[src/rtl/irq_coalescer_pkg.sv]
package irq_coalescer_pkg;
  // Strobes from control to datapath
  typedef struct packed {
    logic loadTmr;
    logic decTmr;
    logic loadCnt;
    logic decCnt;
  } coalStrobes_t;
endpackage

[src/rtl/irq_coal_ctrl.sv]
module irq_coal_ctrl
  import irq_coalescer_pkg::*;
(
  input  logic         clk,
  input  logic         rst_n,
  input  logic         cmplPulse,
  input  logic         reloadStrobe,
  input  logic         tick,
  input  logic         delayZero,
  input  logic         cntAtOne,
  input  logic         timerAtOne,
  output coalStrobes_t strobes,
  output logic         cmplFlagSet,
  output logic         delayFlagSet
);
  logic timerRun;
  logic expireNow;
  logic iocHit;

  always_comb begin
    strobes.loadTmr = cmplPulse;
    strobes.decTmr  = timerRun && tick && !cmplPulse;
    expireNow       = strobes.decTmr && timerAtOne;
    iocHit          = cmplPulse && !reloadStrobe && cntAtOne;
    strobes.loadCnt = reloadStrobe || expireNow || iocHit;
    strobes.decCnt  = cmplPulse && !reloadStrobe && !cntAtOne;
  end

  always_ff @(posedge clk) begin
    if (!rst_n) begin
      timerRun     <= 1'b0;
      cmplFlagSet  <= 1'b0;
      delayFlagSet <= 1'b0;
    end else begin
      if (cmplPulse)      timerRun <= !delayZero;
      else if (expireNow) timerRun <= 1'b0;
      cmplFlagSet  <= iocHit;
      delayFlagSet <= expireNow;
    end
  end
endmodule

[src/rtl/irq_coal_datapath.sv]
module irq_coal_datapath
  import irq_coalescer_pkg::*;
#(
  parameter int CNT_W     = 8,
  parameter int TMR_W     = 8,
  parameter int RST_COUNT = 1
) (
  input  logic             clk,
  input  logic             rst_n,
  input  coalStrobes_t     strobes,
  input  logic [CNT_W-1:0] thresholdVal,
  input  logic [TMR_W-1:0] delayVal,
  output logic [CNT_W-1:0] cntVal,
  output logic [TMR_W-1:0] timerVal,
  output logic             cntAtOne,
  output logic             timerAtOne
);
  localparam logic [CNT_W-1:0] CNT_ONE   = CNT_W'(1);
  localparam logic [TMR_W-1:0] TMR_ONE   = TMR_W'(1);
  localparam logic [CNT_W-1:0] CNT_RESET = CNT_W'(RST_COUNT);

  assign cntAtOne   = (cntVal == CNT_ONE);
  assign timerAtOne = (timerVal == TMR_ONE);

  always_ff @(posedge clk) begin
    if (!rst_n) begin
      cntVal   <= CNT_RESET;
      timerVal <= '0;
    end else begin
      if (strobes.loadCnt)     cntVal <= thresholdVal;
      else if (strobes.decCnt) cntVal <= cntVal - CNT_ONE;
      if (strobes.loadTmr)     timerVal <= delayVal;
      else if (strobes.decTmr) timerVal <= timerVal - TMR_ONE;
    end
  end
endmodule

[src/rtl/irq_coalescer.sv]
module irq_coalescer
  import irq_coalescer_pkg::*;
#(
  parameter int CNT_W     = 8,
  parameter int TMR_W     = 8,
  parameter int RST_COUNT = 1
) (
  input  logic             clk,
  input  logic             rst_n,
  input  logic             cmplPulse,
  input  logic             reloadStrobe,
  input  logic             tick,
  input  logic [CNT_W-1:0] thresholdVal,
  input  logic [TMR_W-1:0] delayVal,
  output logic             cmplFlagSet,
  output logic             delayFlagSet,
  output logic [CNT_W-1:0] cntLive,
  output logic [TMR_W-1:0] timerLive
);
  coalStrobes_t strobes;
  logic cntAtOne;
  logic timerAtOne;
  logic delayZero;

  assign delayZero = (delayVal == '0);

  irq_coal_ctrl u_ctrl (
    .clk          (clk),
    .rst_n        (rst_n),
    .cmplPulse    (cmplPulse),
    .reloadStrobe (reloadStrobe),
    .tick         (tick),
    .delayZero    (delayZero),
    .cntAtOne     (cntAtOne),
    .timerAtOne   (timerAtOne),
    .strobes      (strobes),
    .cmplFlagSet  (cmplFlagSet),
    .delayFlagSet (delayFlagSet)
  );

  irq_coal_datapath #(
    .CNT_W     (CNT_W),
    .TMR_W     (TMR_W),
    .RST_COUNT (RST_COUNT)
  ) u_dp (
    .clk          (clk),
    .rst_n        (rst_n),
    .strobes      (strobes),
    .thresholdVal (thresholdVal),
    .delayVal     (delayVal),
    .cntVal       (cntLive),
    .timerVal     (timerLive),
    .cntAtOne     (cntAtOne),
    .timerAtOne   (timerAtOne)
  );
endmodule

[config.mk]
export PLATFORM = sky130hd
export DESIGN_NAME = irq_coalescer
export DESIGN_NICKNAME = d
export VERILOG_FILES = /design/src/rtl/irq_coalescer_pkg.sv /design/src/rtl/irq_coal_ctrl.sv /design/src/rtl/irq_coal_datapath.sv /design/src/rtl/irq_coalescer.sv
export SDC_FILE = /design/constraint.sdc
export NUM_CORES = 1
export LEC_CHECK = 0
export ABC_AREA = 1
export BUFFER_PORTS_ARGS = -buffer_cell sky130_fd_sc_hd__buf_2
export CAP_MARGIN = 15
export CELL_PAD_IN_SITES_DETAIL_PLACEMENT = 0
export CELL_PAD_IN_SITES_GLOBAL_PLACEMENT = 1
export CORE_UTILIZATION = 30
export CTS_BUF_LIST = sky130_fd_sc_hd__clkbuf_4
export DETAILED_ROUTE_END_ITERATION = 10
export GPL_TIMING_DRIVEN = 0
export PLACE_DENSITY_LB_ADDON = 0.1
export SYNTH_ARGS = -nofsm -noshare
export SYNTH_HDL_FRONTEND = slang
export SYNTH_SLANG_ARGS = --single-unit
[constraint.sdc]
create_clock -name clk -period 1.54 [get_ports clk]
set_input_delay 0.154 -clock clk [delete_from_list [all_inputs] [get_ports clk]]
set_output_delay 0.154 -clock clk [all_outputs]
set_load 0.05 [all_outputs]
==> results of run 1 <==
==> metrics by stage <==
| stage | power, mW | cells | setup WS [ns] | hold WS, ns |
|---|---|---|---|---|
| after floorplan | 0.964 | 215 | 0.0408 | 0.315 |
| after global placement | 1.10 | 303 | -0.00919 | 0.434 |
| after detailed placement | 1.09 | 303 | -0.00496 | 0.440 |
| after CTS | 1.41 | 309 | 0.0295 | 0.0942 |
| after global routing | 1.53 | 314 | -0.0329 | 0.103 |
| final | 1.43 | 314 | 0.0865 | 0.110 |
==> state kept, by name, indices dropped and copies added, names as in the netlist <==
signal	count
u_dp.timerVal	8
u_ctrl.cmplFlagSet	1
u_ctrl.timerRun	1
u_ctrl.delayFlagSet	1
u_dp.cntVal	8
==> per-layer routing <==
layer  up-vias  track usage, %  wire length [µm]
met1       659            26.8              2150
met4         0            4.76                36
li1        777               -                 -
met2        33            22.9              1660
met3         4            2.91               167
met5         -               0                 0
==> critical path: cells and delay by family (launching register included) <==
| family | cells | cell delay, ns |
|---|---|---|
| simple gates | 7 | 0.78 |
| flops | 1 | 0.35 |
| fa+ha+maj | 1 | 0.15 |
| buf+inv | 1 | 0.07 |
==> where the power goes <==
group | internal [mW] | switching (mW) | leakage (nW)
clock | 0.119 | 0.180 | 0.0184
sequential | 0.532 | 0.0454 | 0.160
combinational | 0.179 | 0.371 | 0.777
total | 0.830 | 0.597 | 0.956
==> layout by cell type, fill, tap and decap left out <==
cell       instances
nand4_1            6
nand2_1           65
a31oi_1            5
clkbuf_4           4
dfxtp_1            8
o21ai_2            1
dfxtp_4            1
a2bb2oi_1          1
buf_6              1
a21oi_4            1
ha_4               1
clkbuf_8           2
nor2_2             2
nand3_4            4
dfxtp_2           10
nand2_4            2
inv_1             32
buf_2             36
inv_6              1
nand3_1           25
o21ai_0            4
buf_4              4
o211ai_1           1
ha_1               3
nor4_1             1
clkinv_1           1
a21oi_1            5
nor3_1             1
nand3_2            2
xor2_1             3
buf_12             1
o21ai_1            1
nand2_2            2
nor2_1            16
inv_2              5
or2_2              1
nor2_4             3
==> layout make-up <==
| class | count | area share, % |
|---|---|---|
| buffer | 3 | 2.18 |
| clock buffer | 4 | 1.69 |
| inverter | 39 | 8.51 |
| multi-input combinational | 156 | 48.7 |
| sequential | 19 | 22.3 |
| tap | 52 | 3.66 |
| timing repair buffer | 41 | 12.9 |
==> worst paths after layout <==
check | cells past startpoint | from | end
setup reg to reg | 9 | u_dp.cntVal[1]$_SDFFE_PN0P_ | u_dp.cntVal[7]$_SDFFE_PN0P_
setup / recovery | 9 | u_dp.cntVal[1]$_SDFFE_PN0P_ | u_dp.cntVal[7]$_SDFFE_PN0P_
hold / removal | 3 | delayVal[4] | u_dp.timerVal[4]$_SDFFE_PN0P_
hold reg to reg | 2 | u_dp.timerVal[5]$_SDFFE_PN0P_ | u_dp.timerVal[5]$_SDFFE_PN0P_
==> kinds of logic after synthesis <==
family	synth area share (%)
buf+inv	13.9
flops	27.8
xor+xnor	1.92
simple gates	43.8
compound gates	8.95
fa+ha+maj	3.65
==> synth_stat cells, types with 2 or more instances <==
master / number / share of area, %
a21oi_1: 5 / 1.8
nand4_1: 6 / 2.7
xor2_1: 3 / 1.9
nor2_4: 2 / 1.6
o21ai_0: 4 / 1.5
nand3_4: 2 / 2.6
nand2_1: 66 / 18
clkbuf_8: 2 / 2.0
dfxtp_1: 19 / 28
ha_1: 4 / 3.7
inv_1: 34 / 9.3
a31oi_1: 5 / 2.3
nor2_1: 19 / 5.2
inv_2: 3 / 0.82
nand2_4: 2 / 1.6
nand3_1: 26 / 9.5
==> timing repair <==
action / in CTS / in global routing
pin swaps: 1 / 7
resized for setup: 0 / 12
endpoints found under the setup margin: 1 / 8
setup buffers: 2 / 3
gates cloned: 0 / 2
==> results.md, run 1 <==
* Status: complete, no violations
* Via density at about 4.7
* Top_reg_cell synth: dfxtp_1
* Asr flop ratio synth at 0%
* Initial antenna violation count at 0
* Tcrit/Tclk final at 94.4%
* Core Region at 0.00438 mm²
* DR pass1 iterations at 4
* Fin. Hold Viols at 0
* Pleak at between 0.9 and 1 nW
* Syn. warnings at 0
* Total routed wirelength at ~4000 µm
* H-tree levels at 1
* Final worst path period need at roughly 1.5 ns
* Design area at roughly 0.0018 mm²
* Final setup TNS at 0 ns
* Crit path max-delay cell type: dfxtp_2
* Number of global-route vias before repair at ~1300
* Pwr Density at between 800 and 900 mW/mm²
* Syn nets at 240
* Worst Path Required at approximately 1.8 ns
* Unique masters post-synth at 29
* Mapped Area at around 0.0014 mm²
* Layout cell share with drive strength beyond 1 at 32.1%
* Inserted Clock Buffers at 3
* Maximum clock path buffer count at 2
* Worst Hold Class: in -> reg
* Detailed Place HPWL at about 2800 µm
* Die Wd at ~70 µm
* Clk slew on worst S/H paths at 0.13 ns
* Clock Sink Count at 19
* First-pass GRT wire length at 6490 µm
* Die height at around 70 µm
* Syn Inst Count at about 220
* Register area at between 300 and 400 µm²
* Worst path most repeated cell: nor2_1
* Max Freq at slightly below 700 MHz
* Post-synth EDFFs at 0
* Pin count of the biggest net entering global routing at 11
* Synthesis-to-layout area growth at 29.9%
* CP Max Fanout at 5
* GRT overflow at 0
* GP Congestion at 0.796
* Post-DRT Antenna Nets at 0
* Max Slew Vio Count at 0
* Initial Util at between 30% and 40%
* CTS tree: yes
* Max Cap Viol at 0
* Final net count at 288
* Multi-input logic area at roughly 870 µm²
* WS Path Type: reg -> reg
* Top Ports at 39
* Register bit count reported by yosys at 19
* Seq/Total Area, Yosys at 27.8%
* Row cnt at 24
* DRC at 0
* Port Buffer Count at 36
* Clock latency on the worst-skew pair at between 0.3 and 0.4 ns
* Routed len/inst at roughly 13 µm
* WP data arrival at 1.68 ns
* Vias at approximately 1500
* Layout filler cell count at 503
* DIE AREA at 0.00484 mm²
* Ant diodes at 0
* Reg2Reg Setup Slack at slightly below 0.09 ns
* Post-DP Area at approximately 0.0016 mm²
* DRT iter0 DRCs at 47
* Cells along the critical path: inv_2 > ha_1 > nand2_1 > nor2_4 > nand3_4 > nand3_4 > nor2_1 > nor2_1 > nor2_1
* Final Core Density at 40.6%
* # setup viols final at 0
* Clk root buf: clkbuf_4
* Final Skew at ~0.008 ns
* Slew @ Worst Pin at 0.361 ns
* Worst vdd ir at 0.253 mV
* Slew headroom at 75.7%
* CP endpoint kind: flip-flop
* GRT Total Usage at about 17%
* CP Launch Type: flip-flop
* Syn Area/Cell at 6.37 µm²
* Post-CTS Hold Buffers at 0
* Max incr delay on CP at ~0.35 ns
Power figures use the tool's default switching activity.
==> inputs of run 2 (changes only) <==
- PLACE_DENSITY: default -> 0.66
- PLACE_DENSITY_LB_ADDON: 0.1 -> default
==> run 2 against run 1 <==
Total power down 0.75%. Critical path depth rose by 2. Hold slack lost 0.018 ns. Sequential cell count unchanged. Sequential power about the same. Critical path type unchanged. Highest routed layer unchanged.
==> results.md, run 2 (same netlist as run 1, synthesis figures left out) <==
* Post-DRT Antenna Nets at 0 (unchanged)
* Ant diodes at 0 (unchanged)
* Total routed wirelength at 3880 µm (-3.3%)
* NetSw at 0.593 mW (-0.62%)
* Row cnt at 24 (unchanged)
* Most frequent cells in the layout: nand2_1, buf_2, inv_1
* Vias at 1462 (-0.75%)
* Layout cell share with drive strength beyond 1 at 30.7% (-1.4 points)
* Clk root buf: clkbuf_4
* Slew headroom at 73.9% (-1.8 points)
* DIE AREA at 0.00484 mm² (unchanged)
* Initial Util at 31.2% (unchanged)
* GRT Total Usage at 16.2% (-0.67 points)
* CTS tree: yes
* Max incr delay on CP at 0.38 ns (+0.03 ns)
* Slew @ Worst Pin at 0.388 ns (+0.0273 ns)
* Synthesis-to-layout area growth at 27.2%
* Net Sw Frac at 41.9% (+0.057 points)
* Final worst path period need at 1.42 ns (-0.0331 ns)
* Top Registers: u_dp.cntVal x8, u_dp.timerVal x8
* DRT iter0 DRCs at 54 (+15%)
* Combinational share of power at 37.9% (-0.7 points)
* P_int at 0.823 mW (-0.85%)
* DRC at 0 (unchanged)
* Commonest non-fill, non-tap cell in the layout: nand2_1
* Worst Hold Class: in -> reg
* WS Path Type: reg -> reg
* Pleak at 0.944 nW (-1.3%)
* First-pass GRT wire length at 6160 µm (-5.1%)
* Clock Sink Count at 19 (unchanged)
* Tcrit/Tclk final at 92.2% (-2.2 points)
* Status: complete, no violations
* Final net count at 287 (-0.35%)
* Core Region at 0.00438 mm² (unchanged)
* Final Skew at 0.0100 ns (+0.00201 ns)
* Maximum clock path buffer count at 2 (unchanged)
* Final Non-Filler Cells at 313 (-0.32%)
* Worst Path Required at 1.77 ns (about the same)
* Max Slew Vio Count at 0 (unchanged)
* Seq pwr share at 40.6% (about the same)
* CP Launch Type: flip-flop
* Clock network power share at 21.5% (+0.5 points)
* Die height at 69.6 µm (unchanged)
* Crit path max-delay cell type: dfxtp_4
* Clk slew on worst S/H paths at 0.13 ns (about the same)
* Fin. Hold Viols at 0 (unchanged)
* Initial antenna violation count at 0 (unchanged)
* Max Freq at 704 MHz (+2.3%)
* # setup viols final at 0 (unchanged)
* Worst path most repeated cell: inv_1
* R2R depth at 11 (+2)
* Post-CTS Hold Buffers at 0 (unchanged)
* Placed instance count at 303 (unchanged)
* Worst vdd ir at 0.229 mV (-9.7%)
* Clock latency on the worst-skew pair at 0.32 ns (about the same)
* H-tree levels at 1 (unchanged)
* Cells along the critical path: inv_1 > ha_2 > nand2_2 > nor2_4 > a21oi_4 > buf_4 > nand3_1 > nand2_1 > inv_1 > nand2_1 > inv_1
* Pwr Total at 1.42 mW (-0.75%)
* DR pass1 iterations at 4 (unchanged)
* Die Wd at 69.6 µm (unchanged)
* Number of global-route vias before repair at 1272 (-5.1%)
* Pwr Density at 812 mW/mm² (+1.3%)
* Routed len/inst at 12.4 µm (-3.0%)
* Inserted Clock Buffers at 3 (unchanged)
* Final setup TNS at 0 ns (unchanged)
* Max Cap Viol at 0 (unchanged)
* Top Ports at 39 (unchanged)
* Pin count of the biggest net entering global routing at 11 (unchanged)
* GP Congestion at 0.767 (-3.6%)
* WP data arrival at 1.65 ns (-0.03 ns)
* CP Max Fanout at 4 (-1)
* CP endpoint kind: flip-flop
* Hold depth at 3 (unchanged)
* Layout filler cell count at 482 (-4.2%)
* Port Buffer Count at 36 (unchanged)
* Detailed Place HPWL at 2790 µm (-0.21%)
* GRT overflow at 0 (unchanged)
* Via density at 4.67 (-0.43%)
-- run 2: cell types whose count changed in the layout (fill, tap and decap cells not counted), sizes merged --
cell | previous run | this run
buf | 42 | 41
-- run 2: worst max-delay path: cells and delay by family, from the launching register on --
family / cells / cell delay [ns]
flops: 1 / 0.38
simple gates: 5 / 0.30
buf+inv: 4 / 0.29
fa+ha+maj: 1 / 0.18
compound gates: 1 / 0.17
-- run 2: area by class of cell --
class,instances,area [µm²],share of cell area (%)
Clock buffer,4,30.0,1.72
Buffer,3,38.8,2.23
Timing Repair Buffer,40,214,12.3
Multi-Input combinational cell,156,847,48.6
Tap cell,52,65.1,3.73
Inverter,39,151,8.69
Sequential cell,19,397,22.8
-- run 2: path summary, 6_finish.rpt --
kind	start	end	slack [ns]
max	u_dp.timerVal[1]$_SDFFE_PN0P_	u_dp.cntVal[1]$_SDFFE_PN0P_	0.12
min	delayVal[5]	u_dp.timerVal[5]$_SDFFE_PN0P_	0.09
max reg2reg	u_dp.timerVal[1]$_SDFFE_PN0P_	u_dp.cntVal[1]$_SDFFE_PN0P_	0.12
min reg2reg	u_dp.timerVal[2]$_SDFFE_PN0P_	u_dp.timerVal[2]$_SDFFE_PN0P_	0.52
-- run 2: metrics by stage --
| stage | utilization (%) | hold slack, ns | setup WS (ns) | cell area (µm²) |
|---|---|---|---|---|
| floorplan | - | 0.315 | 0.0408 | 1390 |
| global placement | 37.2 | 0.436 | -0.0192 | 1630 |
| detailed placement | 37.2 | 0.438 | -0.0210 | 1630 |
| CTS | 38.2 | 0.0866 | 0.0505 | 1680 |
| global route | 39.8 | 0.0947 | -0.00539 | 1740 |
| finish | 39.8 | 0.0919 | 0.120 | 1740 |
-- run 2: power by group through the flow --
stage,combinational (mW),sequential [mW],clock (mW)
finish,0.536,0.575,0.305
global route,0.595,0.582,0.336
CTS,0.512,0.574,0.321
global placement,0.508,0.587,0
floorplan,0.266,0.698,0
detailed placement,0.506,0.586,0
-- run 2: what timing repair did --
item | in CTS | in global routing
resized for setup | 0 | 8
pin swaps | 1 | 3
buffers inserted | 2 | 2
cloned | 0 | 2
setup endpoints to repair | 8 | 8
-- run 2: per-layer routing --
metal  vias up  GRT usage, %  routed length, µm
li1        781             -                  -
met1       639          23.5               2070
met2        37          24.2               1620
met3         5          2.47                121
met4         0          6.12                 61
met5         -             0                  0
